--- src/rtl/t1sf_pkg.sv ---
`timescale 1ns/1ps
package t1sf_pkg;

    localparam int SF_FRAMES = 12;
    localparam int SEQ_LEN   = 6;

    // terminal bits of frames 1..11, frame 1 at MSB
    localparam logic [SEQ_LEN-1:0] FT_SEQ = 6'b101010;
    // signalling bits of frames 2..12, frame 2 at MSB (oldest)
    localparam logic [SEQ_LEN-1:0] FS_SEQ = 6'b001110;

    typedef enum logic [1:0] {
        ST_HUNT_T = 2'd0,
        ST_HUNT_M = 2'd1,
        ST_SYNC   = 2'd2
    } sync_state_e;

    typedef struct packed {
        logic chk;
        logic err;
    } fcheck_t;

    function automatic logic ft_expect(logic [3:0] f);
        int i;
        i = (int'(f) - 1) / 2;
        if (i < 0) i = 0;
        if (i > SEQ_LEN-1) i = SEQ_LEN-1;
        return FT_SEQ[SEQ_LEN-1-i];
    endfunction

    function automatic logic fs_expect(logic [3:0] f);
        int i;
        i = int'(f) / 2 - 1;
        if (i < 0) i = 0;
        if (i > SEQ_LEN-1) i = SEQ_LEN-1;
        return FS_SEQ[SEQ_LEN-1-i];
    endfunction

    function automatic logic [3:0] frame_after(logic [3:0] f);
        return (f == 4'(SF_FRAMES)) ? 4'd1 : f + 4'd1;
    endfunction

    function automatic int win_len(logic [1:0] sel);
        case (sel)
            2'd0:    return 4;
            2'd1:    return 5;
            default: return 6;
        endcase
    endfunction

endpackage

--- src/rtl/t1sf_pos_ctr.sv ---
`timescale 1ns/1ps
module t1sf_pos_ctr #(
    parameter int FRAME_BITS = 193,
    parameter int DP_W       = $clog2(2*FRAME_BITS)
) (
    input  logic            clk,
    input  logic            rst,
    input  logic            adv,
    input  logic            slip,
    output logic [DP_W-1:0] dpos,
    output logic            at_ft,
    output logic            at_fs
);
    localparam logic [DP_W-1:0] FS_POS = DP_W'(FRAME_BITS);
    localparam logic [DP_W-1:0] LAST   = DP_W'(2*FRAME_BITS-1);

    always_ff @(posedge clk) begin
        if (rst)
            dpos <= '0;
        else if (adv && !slip)
            dpos <= (dpos == LAST) ? '0 : dpos + 1'b1;
    end

    assign at_ft = (dpos == '0);
    assign at_fs = (dpos == FS_POS);


    dpos_range_chk: assert property (@(posedge clk) disable iff (rst)
        dpos <= LAST);


    slip_hold_chk: assert property (@(posedge clk) disable iff (rst)
        (adv && slip) |=> at_ft);

endmodule

--- src/rtl/t1sf_err_win.sv ---
`timescale 1ns/1ps
module t1sf_err_win
    import t1sf_pkg::*;
#(
    parameter int MAX_WIN = 6
) (
    input  logic       clk,
    input  logic       rst,
    input  logic       clr,
    input  logic       chk,
    input  logic       err,
    input  logic [1:0] win_sel,
    output logic       loss
);
    localparam int HW = MAX_WIN - 1;

    logic [HW-1:0] hist;
    logic [HW-1:0] mask;

    always_comb begin
        for (int i = 0; i < HW; i++)
            mask[i] = (i < win_len(win_sel) - 1);
    end

    assign loss = chk && err && (|(hist & mask));

    always_ff @(posedge clk) begin
        if (rst || clr)
            hist <= '0;
        else if (chk)
            hist <= {hist[HW-2:0], err};
    end

endmodule

--- src/rtl/t1sf_mf_find.sv ---
`timescale 1ns/1ps
module t1sf_mf_find
    import t1sf_pkg::*;
(
    input  logic clk,
    input  logic rst,
    input  logic clr,
    input  logic take,
    input  logic fs_bit,
    output logic found
);
    localparam int CW = $clog2(SEQ_LEN);

    logic [SEQ_LEN-2:0] sr;
    logic [CW-1:0]      cnt;
    logic               full;

    assign full  = (cnt == CW'(SEQ_LEN-1));
    assign found = take && full && ({sr, fs_bit} == FS_SEQ);

    always_ff @(posedge clk) begin
        if (rst || clr) begin
            sr  <= '0;
            cnt <= '0;
        end else if (take) begin
            sr <= {sr[SEQ_LEN-3:0], fs_bit};
            if (!full) cnt <= cnt + 1'b1;
        end
    end

endmodule

--- src/rtl/t1sf_sync.sv ---
`timescale 1ns/1ps
module t1sf_sync
    import t1sf_pkg::*;
#(
    parameter int FRAME_BITS = 193,
    parameter int CONFIRM    = 3,
    parameter int MAX_WIN    = 6,
    parameter int POS_W      = $clog2(FRAME_BITS)
) (
    input  logic             clk,
    input  logic             rst,
    input  logic             bit_vld,
    input  logic             bit_in,
    input  logic [1:0]       win_sel,
    output logic             frame_lost,
    output logic             mframe_lost,
    output logic [3:0]       frame_num,
    output logic [POS_W-1:0] bit_pos
);
    localparam int DP_W = $clog2(2*FRAME_BITS);
    localparam int MC_W = $clog2(CONFIRM+1);
    localparam logic [DP_W-1:0] FS_POS     = DP_W'(FRAME_BITS);
    localparam logic [3:0]      LAST_FRAME = 4'(SF_FRAMES);

    sync_state_e      state, nxt;
    logic [MC_W-1:0]  match_cnt;
    logic             last_ft;
    logic [3:0]       fcur;
    logic             lof_q, lomf_q;
    logic [POS_W-1:0] pos_q;

    logic [DP_W-1:0]  dpos;
    logic             at_ft, at_fs;
    logic             hunt_chk, slip, hunt_lock;
    logic [3:0]       frame_in;
    logic [DP_W-1:0]  fpos_full;
    logic             mf_found;
    fcheck_t          pchk [2];
    logic             wclr [2];
    logic             wloss[2];
    logic             any_loss;

    t1sf_pos_ctr #(.FRAME_BITS(FRAME_BITS), .DP_W(DP_W)) u_pos (
        .clk  (clk),
        .rst  (rst),
        .adv  (bit_vld),
        .slip (slip),
        .dpos (dpos),
        .at_ft(at_ft),
        .at_fs(at_fs)
    );

    // ---- terminal hunt ----
    assign hunt_chk  = bit_vld && at_ft && (state == ST_HUNT_T);
    assign slip      = hunt_chk && (match_cnt != '0) && (bit_in == last_ft);
    assign hunt_lock = hunt_chk && (match_cnt == MC_W'(CONFIRM)) && (bit_in != last_ft);

    // ---- frame tracking ----
    always_comb begin
        if (state != ST_SYNC)
            frame_in = 4'd0;
        else if (at_ft || at_fs)
            frame_in = frame_after(fcur);
        else
            frame_in = fcur;
    end

    assign fpos_full = (dpos >= FS_POS) ? dpos - FS_POS : dpos;

    // ---- pattern checks: index 0 terminal, index 1 signalling ----
    always_comb begin
        pchk[0].chk = bit_vld && at_ft && (state != ST_HUNT_T);
        pchk[0].err = (state == ST_SYNC) ? (bit_in != ft_expect(frame_in))
                                         : (bit_in == last_ft);
        pchk[1].chk = bit_vld && at_fs && (state == ST_SYNC);
        pchk[1].err = (bit_in != fs_expect(frame_in));
        wclr[0]     = (state == ST_HUNT_T);
        wclr[1]     = (state != ST_SYNC);
    end

    for (genvar g = 0; g < 2; g++) begin : g_win
        t1sf_err_win #(.MAX_WIN(MAX_WIN)) u_win (
            .clk    (clk),
            .rst    (rst),
            .clr    (wclr[g]),
            .chk    (pchk[g].chk),
            .err    (pchk[g].err),
            .win_sel(win_sel),
            .loss   (wloss[g])
        );
    end

    assign any_loss = wloss[0] || wloss[1];

    // ---- multiframe search ----
    t1sf_mf_find u_mf (
        .clk   (clk),
        .rst   (rst),
        .clr   (state != ST_HUNT_M),
        .take  (bit_vld && at_fs && (state == ST_HUNT_M)),
        .fs_bit(bit_in),
        .found (mf_found)
    );

    // ---- state machine ----
    always_comb begin
        nxt = state;
        case (state)
            ST_HUNT_T: if (hunt_lock) nxt = ST_HUNT_M;
            ST_HUNT_M: begin
                if (any_loss)      nxt = ST_HUNT_T;
                else if (mf_found) nxt = ST_SYNC;
            end
            ST_SYNC:   if (any_loss) nxt = ST_HUNT_T;
            default:   nxt = ST_HUNT_T;
        endcase
    end

    always_ff @(posedge clk) begin
        if (rst) begin
            state     <= ST_HUNT_T;
            match_cnt <= '0;
            last_ft   <= 1'b0;
            fcur      <= 4'd0;
            lof_q     <= 1'b1;
            lomf_q    <= 1'b1;
            pos_q     <= '0;
        end else if (bit_vld) begin
            state <= nxt;
            pos_q <= POS_W'(fpos_full);
            lof_q <= (nxt == ST_HUNT_T);

            if (hunt_chk) begin
                if (match_cnt == '0) begin
                    last_ft   <= bit_in;
                    match_cnt <= MC_W'(1);
                end else if (bit_in != last_ft) begin
                    last_ft   <= bit_in;
                    match_cnt <= hunt_lock ? '0 : match_cnt + 1'b1;
                end else begin
                    match_cnt <= '0;
                end
            end else if (pchk[0].chk) begin
                last_ft <= ~last_ft;
            end

            if (nxt != ST_SYNC)
                fcur <= 4'd0;
            else if (state == ST_HUNT_M)
                fcur <= LAST_FRAME;
            else
                fcur <= frame_in;

            if (nxt != ST_SYNC || state == ST_HUNT_M)
                lomf_q <= 1'b1;
            else if ((pchk[0].chk && !pchk[0].err) || (pchk[1].chk && !pchk[1].err))
                lomf_q <= 1'b0;
        end
    end

    assign frame_lost  = lof_q;
    assign mframe_lost = lomf_q;
    assign frame_num   = fcur;
    assign bit_pos     = pos_q;


    rst_state_chk: assert property (@(posedge clk)
        rst |=> (frame_lost && mframe_lost && frame_num == 4'd0));


    lof_lomf_chk: assert property (@(posedge clk) disable iff (rst)
        frame_lost |-> mframe_lost);


    fnum_range_chk: assert property (@(posedge clk) disable iff (rst)
        frame_num <= LAST_FRAME);


    idle_hold_chk: assert property (@(posedge clk) disable iff (rst)
        !bit_vld |=> ($stable(frame_lost) && $stable(mframe_lost)
                      && $stable(frame_num) && $stable(bit_pos)));


    loss_both_chk: assert property (@(posedge clk) disable iff (rst)
        $rose(frame_lost) |-> (mframe_lost && frame_num == 4'd0));


    mf_clear_chk: assert property (@(posedge clk) disable iff (rst)
        $fell(mframe_lost) |-> (!frame_lost && frame_num != 4'd0));

endmodule

--- config.mk ---
export PLATFORM = sky130hd
export DESIGN_NAME = t1sf_sync
export DESIGN_NICKNAME = d
export VERILOG_FILES = /design/src/rtl/t1sf_pkg.sv /design/src/rtl/t1sf_pos_ctr.sv /design/src/rtl/t1sf_err_win.sv /design/src/rtl/t1sf_mf_find.sv /design/src/rtl/t1sf_sync.sv
export SDC_FILE = /design/constraint.sdc
export NUM_CORES = 1
export LEC_CHECK = 0
export ABC_AREA = 1
export CAP_MARGIN = 25
export CORE_MARGIN = 3
export CORE_UTILIZATION = 53
export DETAILED_ROUTE_END_ITERATION = 16
export PLACE_DENSITY = 0.73
export SYNTH_ARGS = -nofsm -noshare
export SYNTH_HDL_FRONTEND = slang
export SYNTH_HIERARCHICAL = 1
export SYNTH_SLANG_ARGS = --single-unit
--- constraint.sdc ---
create_clock -name clk -period 9.6 [get_ports clk]
set_input_delay 1.92 -clock clk [delete_from_list [all_inputs] [get_ports clk]]
set_output_delay 1.92 -clock clk [all_outputs]
set_load 0.02 [all_outputs]
# Word-level counts from Yosys, hierarchy flattened
# Memories as Yosys holds them, arrays and structs flattened.
# Cells that the tools add are included.
[word_totals]
romBits = 16
ram_bits = 0
out_inout_bits = 14
wordCells = 134
n_memories = 2
latchBits = 0
regBits = 46
inputBits = 6
[memory_table]
columns = ["memory", "words", "width", "rd", "rd_clocked_by_memory_dff", "write_ports", "line_no", "rtl"]
rows = [
  ["(no name shown)", 8, 1, 1, 0, 0, "t1sf_pkg.sv:36", "return FS_SEQ[SEQ_LEN-1-i];"],
  ["(no name shown)", 8, 1, 1, 0, 0, "t1sf_pkg.sv:28", "return FT_SEQ[SEQ_LEN-1-i];"],
]
[classes]
reduce_logical = 44
n_shift = 0
n_lt_le_gt_ge = 12
addsub = 11
n_bitwise = 5
mul = 0
n_mux = 31
n_eq_ne = 17
div = 0
[op_table]
columns = ["cell", "n"]
rows = [
  ["$mux W32", 4],
  ["$gt A32 B4 Y1 const B", 2],
  ["$lt A32 B5 Y1 const B", 2],
  ["$sub A4 B32 Y32 const A", 2],
  ["$add A32 B1 Y32", 1],
  ["$lt A32 B1 Y1 const B", 1],
  ["$mux W4", 5],
  ["$logic_and A1 B1 Y1", 19],
  ["$mux W2", 7],
  ["$mux W1", 11],
  ["$and A5 B5 Y5", 2],
  ["$reduce_or A5 Y1", 2],
  ["$add A9 B1 Y9 const B", 1],
  ["$eq A9 B8 Y1 const B", 1],
  ["$eq A9 B9 Y1 const B", 1],
  ["$ge A9 B8 Y1 const B", 1],
  ["$logic_not A9 Y1", 1],
  ["$mux W9", 1],
  ["$logic_not A2 Y1", 4],
  ["$lt A3 B4 Y1 const A", 2],
  ["$mux W8", 1],
  ["$reduce_bool A2 Y1", 4],
  ["$sub A3 B1 Y4 const B", 2],
  ["$sub A8 B8 Y8 const B", 1],
  ["other kinds (26)", 42],
]

# Longest topological paths before layout
# Gate-level depths: netlist of run 1.
[depth]
word_depth = 26
ltp_mapped = 31
ltp_nobuf = 31

# Cells and area by module
# The synthesis of run 1 kept the hierarchy.
[by_module_without_submodules]
columns = ["module", "instances", "area_each_um2", "cells_each"]
rows = [
  ["t1sf_sync", 1, 1604.0, 240],
  ["t1sf_pos_ctr", 1, 553.0, 85],
  ["t1sf_err_win", 2, 229.0, 31],
  ["t1sf_mf_find", 1, 389.1, 53],
]

# Worst setup path before layout of run 1
# No wires, ideal clock.
[synth_timing]
path_kind = "reg2reg"
start = "register u_pos.dpos[1]"
end = "register fcur[1], in the netlist frame_num[1]"
setup_slack_ps = 5438
t_required_ps = 9529
arrival_time_ps = 4092
stages_incl_launch_ff = 30
cell_sequence = "dfxtp_1 -> inv_1 -> ha_1 -> nor3b_1 -> nand2_1 -> nor3_1 -> nor2_4 -> or2_2 -> o211ai_2 -> ha_1 -> nand3_2 -> nor2_1 -> ha_1 -> ha_1 -> nand2_1 -> ha_1 -> nand4_1 -> nor4_1 -> nand3_1 -> nand2_1 -> nand2_1 -> nand2_1 -> nand2_1 -> nand2_1 -> nor2_1 -> nor2_1 -> nand2_1 -> nor2_1 -> nand2_1 -> a21oi_1"
[synth_rtl]
columns = ["item", "line_no", "rtl"]
rows = [
  ["from (decl)", "t1sf_pos_ctr.sv:10", "output logic [DP_W-1:0] dpos,"],
  ["from (signal assigned)", "t1sf_pos_ctr.sv:21", "dpos <= (dpos == LAST) ? '0 : dpos + 1'b1;"],
  ["to (signal assigned)", "t1sf_sync.sv:152", "fcur <= frame_in;"],
  ["to (decl)", "t1sf_sync.sv:28", "logic [3:0] fcur;"],
]

==> key figures, run 1 <==
CTS
  – Clock Latency Late Sink: 300 ps
  – Post-cts sizing count: 0
  – TritonCTS clock tree: done
  – Post-CTS setup buffer count: 0
  – Hold_buf cts: 0
  – Root Buffer: clkbuf_8
  – Clk buf depth: 2
  – Clk sinks: 46
  – Clock transition at path regs: approximately 90 ps
  – Number of H-tree levels: 2
  – Inserted Clock Buffers: 5

STA
  – RSZ-0062 raised after global routing: no
  – Clock skew: 8.240 ps
  – Hold Vio Cnt, Final: 0
  – Slew headroom: 0.3599
  – Post-Route Setup TNS: 0 ps
  – Max Transition Viols Final: 0
  – Final Cycle Share: 0.4917
  – Worst Max-Slew Pin Slew: approximately 960 ps
  – Fmax: 0.2119 GHz
  – Final setup vio count: 0
  – Crit path time final: 4720 ps
  – Post-route setup slack: 4880 ps

Logic synthesis
  – Syn Area/Cell: 6.828 µm²
  – Synth Register Bits: 46
  – Sequential-to-total area share from yosys stat: 0.3065
  – Most frequent cell after synthesis: nand2_1
  – Synth top cells by count: nand2_1 (105), inv_1 (65), nor2_1 (57)
  – EDFF count, synth: 0
  – Predominant post-synthesis flop cell: dfxtp_1
  – Area contributors post-synth: dfxtp_1 (31%), nand2_1 (13%), ha_1 (8.3%), inv_1 (8.1%), nor2_1 (7.1%)
  – Syn nets: 466
  – Yosys top cell by area: dfxtp_1
  – Synthesis warning total: 6
  – Async SR Flop Fraction: 0
  – Syn Inst Count: 440
  – Synthesized area: 3004 µm²
  – Yosys cell types: 39
  – Yosys top cell area share: 0.3065

GRT
  – M1 GR Usage: 0.2689
  – Met3 usage in global routing: 0.03326
  – Initial antenna violation count: 0
  – Most used routing layer: met2
  – Vias in the first global route: 2523
  – Largest net degree at the start of global routing: 25
  – GRT Overall Usage: 0.1999
  – GR met2 Demand/Resource: 0.3306
  – Grt total ovfl: 0
  – First-pass GRT wire length: between 10000 and 15000 µm

Critical path
  – Reg-to-reg slack, setup: 4880 ps
  – Bufs and invs on worst path: 1
  – Crit Path Class: flip-flop to flip-flop
  – Nature of the critical path endpoint: flip-flop
  – Slowest stage delay, CP: 410 ps
  – Crit Path Max Fanout: 6
  – Worst setup SP type: flip-flop
  – Cell family with most CP delay: simple AND/OR/NAND/NOR gates
  – Worst Path Required: slightly below 10000 ps
  – Crit-path most repeated cell: nand2_1
  – Slowest CP cell: nor3_1
  – Arrival time worst endpoint: 4930 ps

Placed design
  – Pre-CTS WS: 4664 ps
  – Number of port buffers: 19
  – Placed wire-length estimate: 4681 µm
  – RePlAce Congestion: 0.8119

Run
  – Max_cap viols: 0

Detailed routing
  – Post-route antenna net violation count: 0
  – DRT Pass-1 Iters: 4
  – Via count: 2676
  – 1st-iter DRT viols: 111
  – Routed len/inst: 11.10 µm
  – Drt drc: 0
  – Vias per inst: 5.040
  – WL final: about 5900 µm

Power and ir drop
  – P_sw: around 0.00011 W
  – Clock power frac: 0.298
  – Logic pwr share: 0.186
  – Seq pwr share: 0.516
  – Peak supply drop: roughly 0.083 mV
  – LEAKAGE: between 1 and 1.5 nW
  – Net Sw Frac: 0.2923
  – Int Pwr: 0.0002746 W
  – Pwr dens: ~120 nW/µm²

Die
  – Die Y: 81.29 µm
  – Width of the die: 81.29 µm
  – Ports: 20
  – Row count: 26
  – Core area: 5303 µm²
  – Initial Utilization: 0.5665
  – Die Area: 6607 µm²

Worst hold path
  – Hold Crit Class: flip-flop to flip-flop

Layout
  – ANT cells: 0
  – Final Net Count: 486
  – Area growth syn-to-layout: 11.08%
  – Ratio of cells with drive above 1 in the final layout: 0.1150

Run status
  – Status: completed
[worst reg2reg max path, delay by kind of cell, from the launching register on]
family	cells	cell delay, ps
flip-flops	1	370
adder cells (fa/ha/maj)	5	1050
AO/OA/AOI/OAI	2	260
buffers and inverters	1	120
AND/OR/NAND/NOR	21	2850
[path summary, 6_finish.rpt]
check                                            start                endpoint  cells after the start
worst max-delay path                     u_pos/dpos[1]            frame_num[1]                     29
worst min-delay path            g_win[0].u_win/hist[4]  g_win[0].u_win/hist[4]                      2
worst max register to register           u_pos/dpos[1]            frame_num[1]                     29
worst min register to register  g_win[0].u_win/hist[4]  g_win[0].u_win/hist[4]                      2
[metal layers]
layer	vias to the layer above	routed length (µm)
met5	-	0
met4	0	25
met3	4	189
met2	34	2709
met1	1205	2970
li1	1433	-
[state kept, by name, summed over array words and instances (netlist names)]
signal / cells
state: 2
u_mf/sr: 5
u_pos/dpos: 9
mframe_lost: 1
u_mf/cnt: 3
frame_lost: 1
bit_pos: 8
frame_num: 4
g_win.u_win/hist: 10
last_ft: 1
match_cnt: 2
[metrics by stage]
| stage | hold slack, ps | area (µm²) | util | std cells | total power [W] |
|---|---|---|---|---|---|
| floorplan | 449.4 | 3004 | - | 440 | 0.0002575 |
| global placement | 456.6 | 3251 | 0.6130 | 523 | 0.0002758 |
| detailed placement | 462.2 | 3251 | 0.6130 | 523 | 0.0002772 |
| CTS | 477.8 | 3337 | 0.6293 | 531 | 0.0003948 |
| global route | 491.1 | 3337 | 0.6293 | 531 | 0.0004137 |
| finish | 475.9 | 3337 | 0.6293 | 531 | 0.0003880 |
[cells in the final DEF, fill, tap and decap left out, types with 2 or more instances in the layout]
cell type / count
a21oi_1: 21
a21oi_2: 11
a22oi_1: 2
clkbuf_8: 5
clkdlybuf4s50_1: 19
dfxtp_1: 46
ha_1: 20
inv_1: 65
inv_2: 2
nand2_1: 105
nand2_2: 7
nand2_4: 3
nand3_1: 26
nand3_2: 4
nand3b_1: 3
nand4_1: 4
nor2_1: 57
nor2_2: 6
nor2_4: 4
nor3_1: 5
o21ai_0: 17
o221ai_1: 2
or2_2: 2
or2_4: 2
xnor2_1: 2
xor2_1: 6
[logic make-up (layout without fill, tap and decap cells)]
logic type	Yosys count	after routing	synth area share
fa+ha+maj	20	20	0.08330
simple gates	234	234	0.3694
xor+xnor	8	8	0.02332
flops	46	46	0.3065
compound gates	59	59	0.1233
buf+inv	73	94	0.09412
[final cells by class]
type / instances / area [µm²]
Timing Repair Buffer: 19 / 190.2
Clock buffer: 6 / 72.57
Multi-Input combinational cell: 321 / 1800
Clock inverter: 2 / 13.76
Tap cell: 70 / 87.58
Inverter: 67 / 251.5
Fill cell: 488 / 1966
Sequential cell: 46 / 920.9
[power by group through the flow]
stage | clock (W) | combinational, W | sequential, W
6_report | 0.000116 | 0.0000722 | 0.000200
5_1_grt | 0.000129 | 0.0000841 | 0.000201
4_1_cts | 0.000122 | 0.0000731 | 0.000200
3_5_place_dp | 0 | 0.0000728 | 0.000204
3_3_place_gp | 0 | 0.0000716 | 0.000204
2_1_floorplan | 0 | 0.0000513 | 0.000206
Power figures use the tool's default switching activity.
==> run 2: changes to the inputs <==
--- a/config.mk
+++ b/config.mk
@@ -10,7 +10,7 @@
 export CORE_MARGIN = 3
 export CORE_UTILIZATION = 53
 export DETAILED_ROUTE_END_ITERATION = 16
-export PLACE_DENSITY = 0.73
+export PLACE_DENSITY = 0.76
 export SYNTH_ARGS = -nofsm -noshare
 export SYNTH_HDL_FRONTEND = slang
 export SYNTH_HIERARCHICAL = 1
==> constraint.sdc (replaced) <==
create_clock -name clk -period 4.09 [get_ports clk]
set_input_delay 0.818 -clock clk [delete_from_list [all_inputs] [get_ports clk]]
set_output_delay 0.818 -clock clk [all_outputs]
set_load 0.02 [all_outputs]
==> run 2 against run 1 <==
Power grew to 2.5 times the previous value. Final cell count is 4.5% higher. Largest cell class unchanged. Via count is 6.7% higher. Highest routed layer unchanged. Die area stayed put. Sequential cell count stayed put.
==> key figures, run 2 (synthesized netlist as in run 1, its figures left out) <==
Layout
  – Area growth syn-to-layout: 22.53%
  – Top reg by flops: g_win.u_win/hist
  – Final Net Count: 510 (+4.9%)
  – Post-Layout Cell Count: 555 (+4.5%)
  – Most common cell after layout, fill and taps aside: nand2_1
  – Ratio of cells with drive above 1 in the final layout: 0.2082 (+0.09328)
  – Most frequent cells in the layout: nand2_1 (100), inv_1 (63), nor2_1 (52), dfxtp_1 (44), nand3_1 (26)
  – Max reg flops: 10 (unchanged)
  – ANT cells: 0 (unchanged)

Placed design
  – Pre-CTS WS: -251.9 ps (-4916 ps)
  – Placed Cells: 542 (+3.6%)
  – Placed wire-length estimate: 4801 µm (+2.6%)
  – Number of port buffers: 19 (unchanged)
  – RePlAce Congestion: 0.9093 (+12%)

Detailed routing
  – DRT Pass-1 Iters: 4 (unchanged)
  – WL final: 6661 µm (+13%)
  – 1st-iter DRT viols: 204 (+84%)
  – Drt drc: 0 (unchanged)
  – Routed len/inst: 12.00 µm (+8.1%)
  – Vias per inst: 5.146 (+2.1%)
  – Via count: 2856 (+6.7%)
  – Post-route antenna net violation count: 0 (unchanged)

STA
  – RSZ-0062 raised after global routing: yes
  – Post-Route Setup TNS: 0 ps (unchanged)
  – Worst Max-Slew Pin Slew: 977.9 ps (+20.80 ps)
  – Final Cycle Share: 0.9608 (+0.4692)
  – Hold Vio Cnt, Final: 0 (unchanged)
  – Post-route setup slack: 160.3 ps (-4720 ps)
  – Fmax: 0.2545 GHz (+20%)
  – Max Transition Viols Final: 0 (unchanged)
  – Final setup vio count: 0 (unchanged)
  – Clock skew: 8.242 ps (+0.002310 ps)
  – Slew headroom: 0.3460 (-0.01391)
  – Crit path time final: 3930 ps (-790.2 ps)

Power and ir drop
  – LEAKAGE: 1.575 nW (+10%)
  – Pwr dens: 267.8 nW/µm² (+130%)
  – Peak supply drop: 0.1905 mV (+130%)

Die
  – Row count: 26 (unchanged)
  – Die Area: 6607 µm² (unchanged)
  – Initial Utilization: 0.5665 (unchanged)
  – Core area: 5303 µm² (unchanged)
  – Die Y: 81.29 µm (unchanged)
  – Ports: 20 (unchanged)
  – Width of the die: 81.29 µm (unchanged)

CTS
  – Clk buf depth: 2 (unchanged)
  – Inserted Clock Buffers: 5 (unchanged)
  – Root Buffer: clkbuf_8
  – Number of H-tree levels: 2 (unchanged)
  – Hold_buf cts: 0 (unchanged)
  – Clock transition at path regs: 90 ps (about the same)
  – Clk sinks: 46 (unchanged)
  – Clock Latency Late Sink: 300 ps (about the same)
  – TritonCTS clock tree: done

GRT
  – Grt total ovfl: 0 (unchanged)
  – Largest net degree at the start of global routing: 25 (unchanged)
  – First-pass GRT wire length: 11030 µm (+3.4%)
  – GRT Overall Usage: 0.2108 (+0.01094)
  – Initial antenna violation count: 0 (unchanged)
  – Vias in the first global route: 2598 (+3.0%)

Critical path
  – Nature of the critical path endpoint: flip-flop
  – Slowest CP cell: dfxtp_2
  – Crit Path Max Fanout: 4 (-2)
  – Worst setup SP type: flip-flop
  – Worst Path Required: 4310 ps (-5500 ps)
  – Arrival time worst endpoint: 4150 ps (-780 ps)
  – Crit Path Class: flip-flop to flip-flop
  – Slowest stage delay, CP: 330 ps (-80 ps)

Worst hold path
  – Hold Crit Class: flip-flop to flip-flop

Run status
  – Status: completed

Run
  – Max_cap viols: 0 (unchanged)
==> run 2: changes by cell type in the layout (fill, tap and decap cells not counted), sizes merged <==
cell	delta
buf	+24
clkinv	-1
clkbuf	+1
==> run 2: layout make-up <==
type	count	area, µm²
Tap cell	70	87.58
Fill cell	458	1622
Sequential cell	46	923.4
Inverter	67	254.0
Clock inverter	1	5.005
Timing Repair Buffer	43	377.9
Multi-Input combinational cell	321	1947
Clock buffer	7	86.33
==> run 2: through the flow <==
step                       power, W  area, µm²  utilization  hold WS, ps
after floorplan           0.0006046       3009            -        449.4
after detailed placement  0.0006652       3398       0.6409        460.9
after global placement    0.0006611       3398       0.6409        456.1
final                     0.0009858       3681       0.6942        471.4
after global routing       0.001044       3681       0.6942        492.4
after CTS                 0.0009551       3518       0.6635        473.8
==> run 2: path summary, 6_finish.rpt <==
check,startpoint,to,slack (ps),depth (start not counted)
worst max-delay path,u_pos/dpos[0],frame_num[3],160,30
worst min-delay path,mframe_lost,mframe_lost,470,2
worst max register to register,u_pos/dpos[0],frame_num[3],160,30
worst min register to register,mframe_lost,mframe_lost,470,2
==> run 2: power by group <==
group          switching (W)  internal, W  total (W)
clock               0.000147     0.000136   0.000283
combinational       0.000132     0.000103   0.000235
sequential        0.00000843     0.000459   0.000467
==> run 2: timing repair <==
item / CTS / global route
gates cloned: 0 / 0
gates resized for setup: 8 / 30
setup endpoints to repair: 7 / 9
pin swaps: 0 / 4
setup buffers: 0 / 5
==> run 2: per-layer routing <==
| metal | vias to the layer above | wire [µm] | part of all wire | global-route usage |
|---|---|---|---|---|
| met2 | 49 | 3246 | 0.49 | 0.3550 |
| met4 | 0 | 56 | 0.0084 | 0.06588 |
| met1 | 1317 | 3160 | 0.47 | 0.2673 |
| met3 | 4 | 197 | 0.030 | 0.04545 |
| li1 | 1486 | - | - | - |
| met5 | - | 0 | 0 | 0 |
==> run 2: worst max-delay path, delay by kind of cell (launching register included) <==
family | cells | cell delay (ps)
AND/OR/NAND/NOR | 20 | 2140
adder cells (fa/ha/maj) | 5 | 910
flip-flops | 1 | 330
buffers and inverters | 3 | 330
AO/OA/AOI/OAI | 2 | 160
